File: src/rtl/framer_pkg.sv
package framer_pkg;

    // opening zero plus ten 0xFF bytes
    localparam int RUN_FULL = 11;
    localparam int RUN_W    = 4;
    localparam int HDR_N    = 4;
    localparam logic [1:0] SYNC_LANE = 2'd3;

    typedef struct packed {
        logic illegal;
        logic nosync;
        logic lng;
        logic shrt;
    } sync_flags_t;

    typedef enum logic [1:0] {
        EV_NONE   = 2'd0,
        EV_DETECT = 2'd1,
        EV_IGNORE = 2'd2
    } sync_ev_e;

    function automatic logic [RUN_W-1:0] run_after(input logic [RUN_W-1:0] run,
                                                   input logic [7:0] b);
        logic [RUN_W-1:0] r;
        if (b == 8'h00)
            r = RUN_W'(1);
        else if (b == 8'hFF && run != '0)
            r = (run == '1) ? run : run + RUN_W'(1);
        else
            r = '0;
        return r;
    endfunction

endpackage

File: src/rtl/sync_detect.sv
module sync_detect
    import framer_pkg::*;
(
    input  logic       clk,
    input  logic       rst,
    input  logic       vld,
    input  logic [7:0] data,
    input  logic       det_en,
    output sync_ev_e   ev
);
    logic [RUN_W-1:0] run_q;
    logic [1:0]       lane_q;
    logic             hit;

    assign hit = vld && data == 8'h00 && run_q == RUN_W'(RUN_FULL) && lane_q == SYNC_LANE;

    always_comb begin
        ev = EV_NONE;
        if (hit)
            ev = det_en ? EV_DETECT : EV_IGNORE;
    end

    always_ff @(posedge clk) begin
        if (rst) begin
            run_q  <= '0;
            lane_q <= '0;
        end else if (vld) begin
            lane_q <= lane_q + 2'd1;
            run_q  <= hit ? '0 : run_after(run_q, data);
        end
    end

    // a lane-3 hit leaves the run counter empty for the next byte
    p_hit_clears_run_r1: assert property (@(posedge clk) disable iff (rst)
        (ev != EV_NONE) |=> (run_q == '0));
endmodule

File: src/rtl/sector_track.sv
module sector_track
    import framer_pkg::*;
#(
    parameter int SECT_LEN = 2352,
    parameter int CNT_W    = $clog2(SECT_LEN + 1)
) (
    input  logic             clk,
    input  logic             rst,
    input  logic             vld,
    input  sync_ev_e         ev,
    input  logic             ins_en,
    output logic             boundary,
    output logic [CNT_W-1:0] pos,
    output sync_flags_t      flags_q
);
    localparam logic [CNT_W-1:0] SECT_END = CNT_W'(SECT_LEN);

    logic [CNT_W-1:0] cnt_q;
    logic [CNT_W-1:0] cnt_inc;
    logic             det, ign, ins;

    assign cnt_inc  = cnt_q + CNT_W'(1);
    assign det      = (ev == EV_DETECT);
    assign ign      = (ev == EV_IGNORE);
    assign ins      = vld && ins_en && cnt_inc == SECT_END;
    assign boundary = det || ins;
    assign pos      = boundary ? '0 : cnt_inc;

    always_ff @(posedge clk) begin
        if (rst) begin
            cnt_q   <= '0;
            flags_q <= '0;
        end else if (vld) begin
            if (boundary) begin
                flags_q.illegal <= det && cnt_inc != SECT_END;
                flags_q.nosync  <= ins && !det && !ign;
                flags_q.lng     <= 1'b0;
                flags_q.shrt    <= 1'b0;
                cnt_q           <= '0;
            end else begin
                cnt_q <= cnt_inc;
                if (ign)
                    flags_q.shrt <= 1'b1;
                if (cnt_inc == SECT_END)
                    flags_q.lng <= 1'b1;
            end
        end
    end

    // a boundary leaves the length flags clear
    p_bnd_clears_len_r4: assert property (@(posedge clk) disable iff (rst)
        (vld && boundary) |=> (!flags_q.lng && !flags_q.shrt));
endmodule

File: src/rtl/header_grab.sv
module header_grab
    import framer_pkg::*;
#(
    parameter int CNT_W = 12
) (
    input  logic                  clk,
    input  logic                  rst,
    input  logic                  vld,
    input  logic [7:0]            data,
    input  logic                  boundary,
    input  logic [CNT_W-1:0]      pos,
    input  logic                  dec_en,
    input  logic                  wr_req,
    output logic [HDR_N-1:0][7:0] hdr_q,
    output logic                  stale_q
);
    logic monitor;
    assign monitor = vld && !boundary && dec_en && !wr_req;

    for (genvar k = 0; k < HDR_N; k++) begin : g_hdr
        always_ff @(posedge clk) begin
            if (rst)
                hdr_q[k] <= '0;
            else if (monitor && pos == CNT_W'(k + 1))
                hdr_q[k] <= data;
        end
    end

    always_ff @(posedge clk) begin
        if (rst)
            stale_q <= 1'b0;
        else if (vld) begin
            if (boundary)
                stale_q <= 1'b1;
            else if (pos == CNT_W'(HDR_N))
                stale_q <= 1'b0;
        end
    end

    // outside monitor mode the header bytes hold
    p_hdr_hold_r10: assert property (@(posedge clk) disable iff (rst)
        !(vld && dec_en && !wr_req) |=> $stable(hdr_q));
endmodule

File: src/rtl/sector_sync_framer.sv
module sector_sync_framer
    import framer_pkg::*;
#(
    parameter int SECT_LEN  = 2352,
    parameter int BUSY_MULT = 4,
    parameter int ADDR_W    = 16
) (
    input  logic                  clk,
    input  logic                  rst,
    input  logic                  byte_vld,
    input  logic [7:0]            byte_in,
    input  logic                  det_en,
    input  logic                  ins_en,
    input  logic                  dec_en,
    input  logic                  wr_req,
    input  logic [ADDR_W-1:0]     wr_addr,
    output logic                  flag_illegal,
    output logic                  flag_nosync,
    output logic                  flag_long,
    output logic                  flag_short,
    output logic                  hdr_stale,
    output logic                  dec_irq,
    output logic                  dec_busy,
    output logic [ADDR_W-1:0]     blk_ptr,
    output logic [8*HDR_N-1:0]    hdr_data
);
    localparam int CNT_W    = $clog2(SECT_LEN + 1);
    localparam int BUSY_CYC = SECT_LEN * BUSY_MULT;
    localparam int BUSY_W   = $clog2(BUSY_CYC + 1);

    sync_ev_e              ev;
    logic                  bnd;
    logic [CNT_W-1:0]      pos;
    sync_flags_t           flags;
    logic [HDR_N-1:0][7:0] hdr;
    logic [BUSY_W-1:0]     busy_q;

    sync_detect u_det (
        .clk(clk), .rst(rst), .vld(byte_vld), .data(byte_in),
        .det_en(det_en), .ev(ev)
    );

    sector_track #(.SECT_LEN(SECT_LEN), .CNT_W(CNT_W)) u_trk (
        .clk(clk), .rst(rst), .vld(byte_vld), .ev(ev), .ins_en(ins_en),
        .boundary(bnd), .pos(pos), .flags_q(flags)
    );

    header_grab #(.CNT_W(CNT_W)) u_hdr (
        .clk(clk), .rst(rst), .vld(byte_vld), .data(byte_in),
        .boundary(bnd), .pos(pos), .dec_en(dec_en), .wr_req(wr_req),
        .hdr_q(hdr), .stale_q(hdr_stale)
    );

    always_ff @(posedge clk) begin
        if (rst) begin
            dec_irq <= 1'b0;
            blk_ptr <= '0;
            busy_q  <= '0;
        end else begin
            dec_irq <= bnd;
            if (bnd && dec_en && wr_req)
                blk_ptr <= wr_addr + ADDR_W'(1) - ADDR_W'(SECT_LEN);
            if (bnd && dec_en)
                busy_q <= BUSY_W'(BUSY_CYC);
            else if (busy_q != '0)
                busy_q <= busy_q - BUSY_W'(1);
        end
    end

    assign dec_busy     = (busy_q != '0);
    assign flag_illegal = flags.illegal;
    assign flag_nosync  = flags.nosync;
    assign flag_long    = flags.lng;
    assign flag_short   = flags.shrt;
    assign hdr_data     = hdr;

    // interrupt is a single-cycle pulse
    p_irq_single_r8: assert property (@(posedge clk) disable iff (rst)
        dec_irq |=> !dec_irq);
    // an inserted-only boundary and a detected sync never flag together
    p_flag_excl_r5: assert property (@(posedge clk) disable iff (rst)
        !(flag_illegal && flag_nosync));
    // pointer only moves on a write-mode boundary
    p_ptr_hold_r9: assert property (@(posedge clk) disable iff (rst)
        !(bnd && dec_en && wr_req) |=> $stable(blk_ptr));
    // decode window opens on a decoding boundary
    p_busy_load_r11: assert property (@(posedge clk) disable iff (rst)
        (bnd && dec_en) |=> dec_busy);
endmodule

File: config.mk
export PLATFORM = sky130hd
export DESIGN_NAME = sector_sync_framer
export DESIGN_NICKNAME = d
export VERILOG_FILES = /design/src/rtl/framer_pkg.sv /design/src/rtl/sync_detect.sv /design/src/rtl/sector_track.sv /design/src/rtl/header_grab.sv /design/src/rtl/sector_sync_framer.sv
export SDC_FILE = /design/constraint.sdc
export NUM_CORES = 1
export LEC_CHECK = 0
export BUFFER_PORTS_ARGS = -buffer_cell sky130_fd_sc_hd__buf_2
export CAP_MARGIN = 20
export CORE_MARGIN = 1
export CORE_UTILIZATION = 30
export CTS_CLUSTER_SIZE = 30
export DETAILED_ROUTE_END_ITERATION = 7
export GPL_TIMING_DRIVEN = 1
export PLACE_DENSITY = 0.56
export SETUP_SLACK_MARGIN = 0.5
export SLEW_MARGIN = 10
export SYNTH_ARGS = -nofsm -noshare
export SYNTH_HDL_FRONTEND = slang
export SYNTH_SLANG_ARGS = --single-unit
File: constraint.sdc
create_clock -name clk -period 4 [get_ports clk]
set_input_delay 0.6 -clock clk [delete_from_list [all_inputs] [get_ports clk]]
set_output_delay 0.6 -clock clk [all_outputs]
set_load 0.05 [all_outputs]
After elaboration in Yosys (flattened, before gate mapping)
Cells that the tools add are included.

Add/subtract/negate cells: 6. Eq/ne operators: 13. Mux-type cells: 14. Reduce and logical (&&, ||, !) cells: 36.

Operators with widths (number): $mux 14 (2); $eq 12x2->1 const B (2); $logic_and 1x1->1 (18); $add 16x1->16 const B (1); $mux 4 (4); $sub 16x12->16 const B (1); $reduce_bool 14->1 (1); $sub 14x1->14 const B (1); $add 12x1->12 const B (1); $eq 12x1->1 const B (1); $eq 12x12->1 const B (1); $eq 12x3->1 const B (1); $mux 12 (1); $ne 12x12->1 const B (1); $reduce_and 2->1 (5); $eq 4x4->1 const B (2); $eq 8x8->1 const B (1); $logic_not 8->1 (1); $reduce_bool 2->1 (4); $mux 2 (3); $add 4x1->4 const B (1); $eq 2x2->1 const B (2); $logic_not 1->1 (4); $mux 1 (4); 6 further kinds (6).

Flip-flop bits (word level): 86. Bits of input ports: 31. Output and inout port bits: 55. Logic and storage cells: 85.

Depth between registers and ports, before layout
Depth in word-level cells: 12. Depth in mapped cells: 10. Mapped depth without buffers: 8.

Cells and area by module
From an unflattened synthesis, not the netlist that was laid out.

Cell total of the unflattened synthesis: 542. Area total of the unflattened synthesis: 4817.1 um^2.

By module, submodules not included: sector_sync_framer (instances 1, cells an instance 205, area an instance 1684.1 um^2, sequential area each 620.6 um^2); header_grab (instances 1, cells an instance 126, area an instance 1471.4 um^2, sequential area each 660.6 um^2); sector_track (instances 1, cells an instance 163, area an instance 1244.9 um^2, sequential area each 320.3 um^2); sync_detect (instances 1, cells an instance 48, area an instance 416.6 um^2, sequential area each 120.1 um^2).

Worst setup path before layout
Ideal clock, no wire load.

Path kind: flip-flop to flip-flop. Start: reg u_trk.cnt_q[1]. End: reg u_hdr.hdr_q[24] in the netlist's numbering. Library setup time: 72 ps. Data arrival time: 2847 ps. Data required time: 3928 ps. Slack: 1081 ps. Cell stages (with the launch flop): 9. Buffers on the path: 1. Period minus slack after synthesis: 2919 ps. Cell sequence: dfxtp_1 ha_1 clkbuf_2 nand3_1 o41ai_2 nand3_1 or4b_2 nor3_4 mux2i_1.

Word-level cells in the longest chain between the ends: 9. Elaborated cells between the ends (all ways): 11. Classes of those cells: add/sub (1); eq/ne (2); mux (1); reduce/logical (7).

RTL lines: from (decl) (line sector_track.sv:18) `logic [CNT_W-1:0] cnt_q;`; from (signal assigned) (line sector_track.sv:41) `cnt_q <= cnt_inc;`; $add 12x1->12 * (line sector_track.sv:22) `assign cnt_inc = cnt_q + CNT_W'(1);`; parallel branches: the longest is 7 deep, another holds $eq 12x12->1; $logic_and 1x1->1 * (line header_grab.sv:24) `else if (monitor && pos == CNT_W'(k + 1))`; to (signal, indexed assignment) (line header_grab.sv:25) `hdr_q[k] <= data;`; to (decl) (line header_grab.sv:14) `output logic [HDR_N-1:0][7:0] hdr_q,`.

Every way passes the cells marked *. A chain may end at the register's enable or synchronous reset.

Worst setup path after layout
Start: reg u_trk.cnt_q[1]. End: reg blk_ptr[5].

Word-level cells in the longest chain between the ends: 6.

RTL lines: $add 12x1->12 (line sector_track.sv:22); $eq 12x12->1 (line sector_track.sv:25) `assign ins = vld && ins_en && cnt_inc == SECT_END;`; $logic_and 1x1->1 (line sector_track.sv:25); $logic_or 1x1->1 (line sector_track.sv:26) `assign boundary = det || ins;`; $logic_and 1x1->1 (2 in series) (line sector_sync_framer.sv:61) `if (bnd && dec_en && wr_req)`; to (signal assigned) (line sector_sync_framer.sv:62) `blk_ptr <= wr_addr + ADDR_W'(1) - ADDR_W'(SECT_LEN);`; to (decl) (line sector_sync_framer.sv:24) `output logic [ADDR_W-1:0] blk_ptr,`.

No other way between the ends.

==> run_results.csv <==
group,metric,value,unit
outcome,status,"finished, final reports clean",
drt,route.detailed.drc,0,
yosys,synth-compound-area-share,0.214,
drt,drt_wl_total,12.2,mm
yosys,syn_area,4340,um^2
yosys,ys_seq_elements,86,
drt,ant_nets,0,
floorplan,die_x,122,um
floorplan,die_area,15000,um^2
yosys,post_synth_fa_ha_maj_area_fraction,0.0173,
drt,vias,4245,
timing,fin_skew,0.00669,ns
cts,clk_pin_slew,0.07,ns
hold_path,min_path_cells,2,
yosys,yosysWarningCount,0,
yosys,syn_nets,575,
timing,tns,0,ns
yosys,synth-xor-area-share,0.0464,
global_route,grt_max_degree,67,
global_route,grt_use_met3,0.0372,
cts,clockBufferDepth,2,
critical_path,start_kind,"flip-flop",
layout,post-route-util,0.380,
timing,relSlewSlack,0.393,
yosys,synth_top_family_by_area,"simple AND/OR/NAND/NOR gates",
cts,cts_sinks,86,
global_route,grt_use_met2,0.248,
global_route,busiest_layer,"met2",
critical_path,critPathRequiredTime,4.27,ns
cts,root_buffer,"clkbuf_16",
timing,fin_crit,3.31,ns
floorplan,row_count,43,
critical_path,critPathKind,"flip-flop to flip-flop",
critical_path,arrival,3.58,ns
layout,diodes,0,
yosys,synth_simple_gate_area_frac,0.259,
cts,htreeDepth,3,
hold_path,hp-class,"flip-flop to flip-flop",
placed_design,routabilityCongestion,0.830,
yosys,synthMuxAreaShare,0.0277,
job,cap_violations,0,
yosys,synth_ff_type,"dfxtp_1",
timing,setup_viol,0,
global_route,grt_pass1_wl,19.6,mm
drt,wl_per_cell,15.2,um
floorplan,die_h,122,um
global_route,grt_overflow_total,0,
drt,via_per_inst,5.31,
timing,fmaxAchievable,302,MHz
yosys,synth_top_area_cell,"dfxtp_1",
global_route,grtUsageTotal,0.166,
cts,insertion_delay,0.35,ns
yosys,synth_edf_count,0,
timing,worst_slack,0.691,ns
timing,rsz0062_at_grt,"no",
cts,cts_buffers,9,
timing,min_period_over_period,0.827,
layout,drive_gt1_frac,0.220,
critical_path,worstPathMaxFanout,13,
cts,cts_tree,"built",
layout,area_growth,22.3,%
global_route,met1_usage,0.233,
pwr,p_leak,2.07,nW
yosys,synthArstFlopShare,0,
yosys,synth_most_common_cell,"dfxtp_1",
global_route,grt_pass1_vias,3879,
critical_path,crit_path_end_kind,"flip-flop",
yosys,netlist.area_leader.share,0.396,
cts,cts_hold_buf,0,
yosys,syn_avg_cell_area,8.07,um^2
timing,hold_viol,0,
timing,worstMarginPinSlew,0.899,ns
floorplan,start_util,0.310,
drt,drtIter0Drc,331,
pwr,ir_worst_vdd,262,uV
yosys,synthTopCellsByCount,"86 x dfxtp_1, 60 x a21oi_1, 49 x o21ai_0",
placed_design,place_ws,0.501,ns
drt,dr.pass1.iters,5,
critical_path,reg2regPathDepth,8,
layout,nFillCells,1432,
floorplan,ios,86,
timing,report.final.slew_viol_count,0,
yosys,synthTopCellsByArea,"dfxtp_1 40%, a21oi_1 6.9%, o21ai_0 5.6%",
pwr,powerDensity,454,nW/um^2
global_route,antenna_found_initial,0,
layout,nNetsFinal,651,
yosys,synthCells,538,
yosys,synth-seq-area-share,0.396,
placed_design,dp_hpwl,8.69,mm
placed_design,port_buffers,85,
floorplan,fp.coreArea,14000,um^2
yosys,synth_cell_type_count,57,
[layer usage]
metal	wire length (um)	vias up
met5	0	-
met4	215	0
met3	575	13
met2	5450	121
met1	5920	1987
li1	-	2124
[cells by family (layout without fill, tap and decap cells)]
logic type | after synthesis | after routing
mux | 12 | 12
buf+inv | 44 | 125
simple gates | 212 | 212
flops | 86 | 86
fa+ha+maj | 6 | 6
xor+xnor | 23 | 23
compound gates | 155 | 155
[sequential cells by signal, summed over array words and instances, names as in the netlist]
register / count
u_det.run_q: 4
u_hdr.hdr_q: 32
u_hdr.stale_q: 1
u_trk.flags_q: 4
dec_irq: 1
blk_ptr: 16
u_trk.cnt_q: 12
u_det.lane_q: 2
busy_q: 14
[worst max-delay path: stages (launching register included)]
cell and delay [ns]:
dfxtp_1 0.47, ha_2 0.32, nand3_1 0.27, o41ai_4 0.46, o211ai_1 0.26, o41a_2 0.56, buf_4 0.21, or4b_1 0.52
a21oi_1 0.15
[per-stage QoR]
step	instances	hold slack, ns	area (um^2)	total power (W)
finish	799	0.458	5310	0.00241
global placement	783	0.444	4970	0.00148
floorplan	538	0.460	4340	0.00138
global route	799	0.475	5310	0.00255
CTS	799	0.460	5300	0.00244
detailed placement	783	0.451	4970	0.00150
[where the power goes]
part	total [W]	leakage, nW	switching [W]	internal (W)
clock	0.000929	0.158	0.000374	0.000555
sequential	0.000976	0.697	0.0000546	0.000922
combinational	0.000504	1.22	0.000300	0.000204
total	0.00241	2.07	0.000729	0.00168
[worst paths after layout]
check        slack (ns)                          from                            to
max                0.69   u_trk.cnt_q[1]$_SDFFE_PP0P_       blk_ptr[5]$_SDFFE_PP0P_
min                0.46  u_hdr.hdr_q[30]$_SDFFE_PP0P_  u_hdr.hdr_q[30]$_SDFFE_PP0P_
max reg2reg        0.69   u_trk.cnt_q[1]$_SDFFE_PP0P_       blk_ptr[5]$_SDFFE_PP0P_
min reg2reg        0.46  u_hdr.hdr_q[30]$_SDFFE_PP0P_  u_hdr.hdr_q[30]$_SDFFE_PP0P_
[final cells by class]
class | instances | area, um^2 | area share
clock buffer | 9 | 225 | 0.0424
clock inverter | 7 | 101 | 0.0191
inverter | 10 | 37.5 | 0.00707
multi-input combinational | 408 | 2470 | 0.465
sequential | 86 | 1720 | 0.325
tap | 180 | 225 | 0.0424
timing repair buffer | 99 | 531 | 0.0999
[what timing repair did]
| action | 4_1_cts | 5_1_grt |
|---|---|---|
| resized for setup | 1 | 4 |
| endpoints found under the setup margin | 1 | 19 |
| buffers inserted | 0 | 0 |
[placed cells by master (no fill, tap or decap), drive strengths merged, types with 12 or more instances in the layout]
cell type and count:
buf 99, dfxtp 86, a21oi 60, o21ai 50, nand3 48, nand2 41, nor2 32, nand2b 14
nor3 14, nor4 13, xnor2 13, inv 13, mux2i 12
No activity file was read; power rests on OpenSTA's default activity.
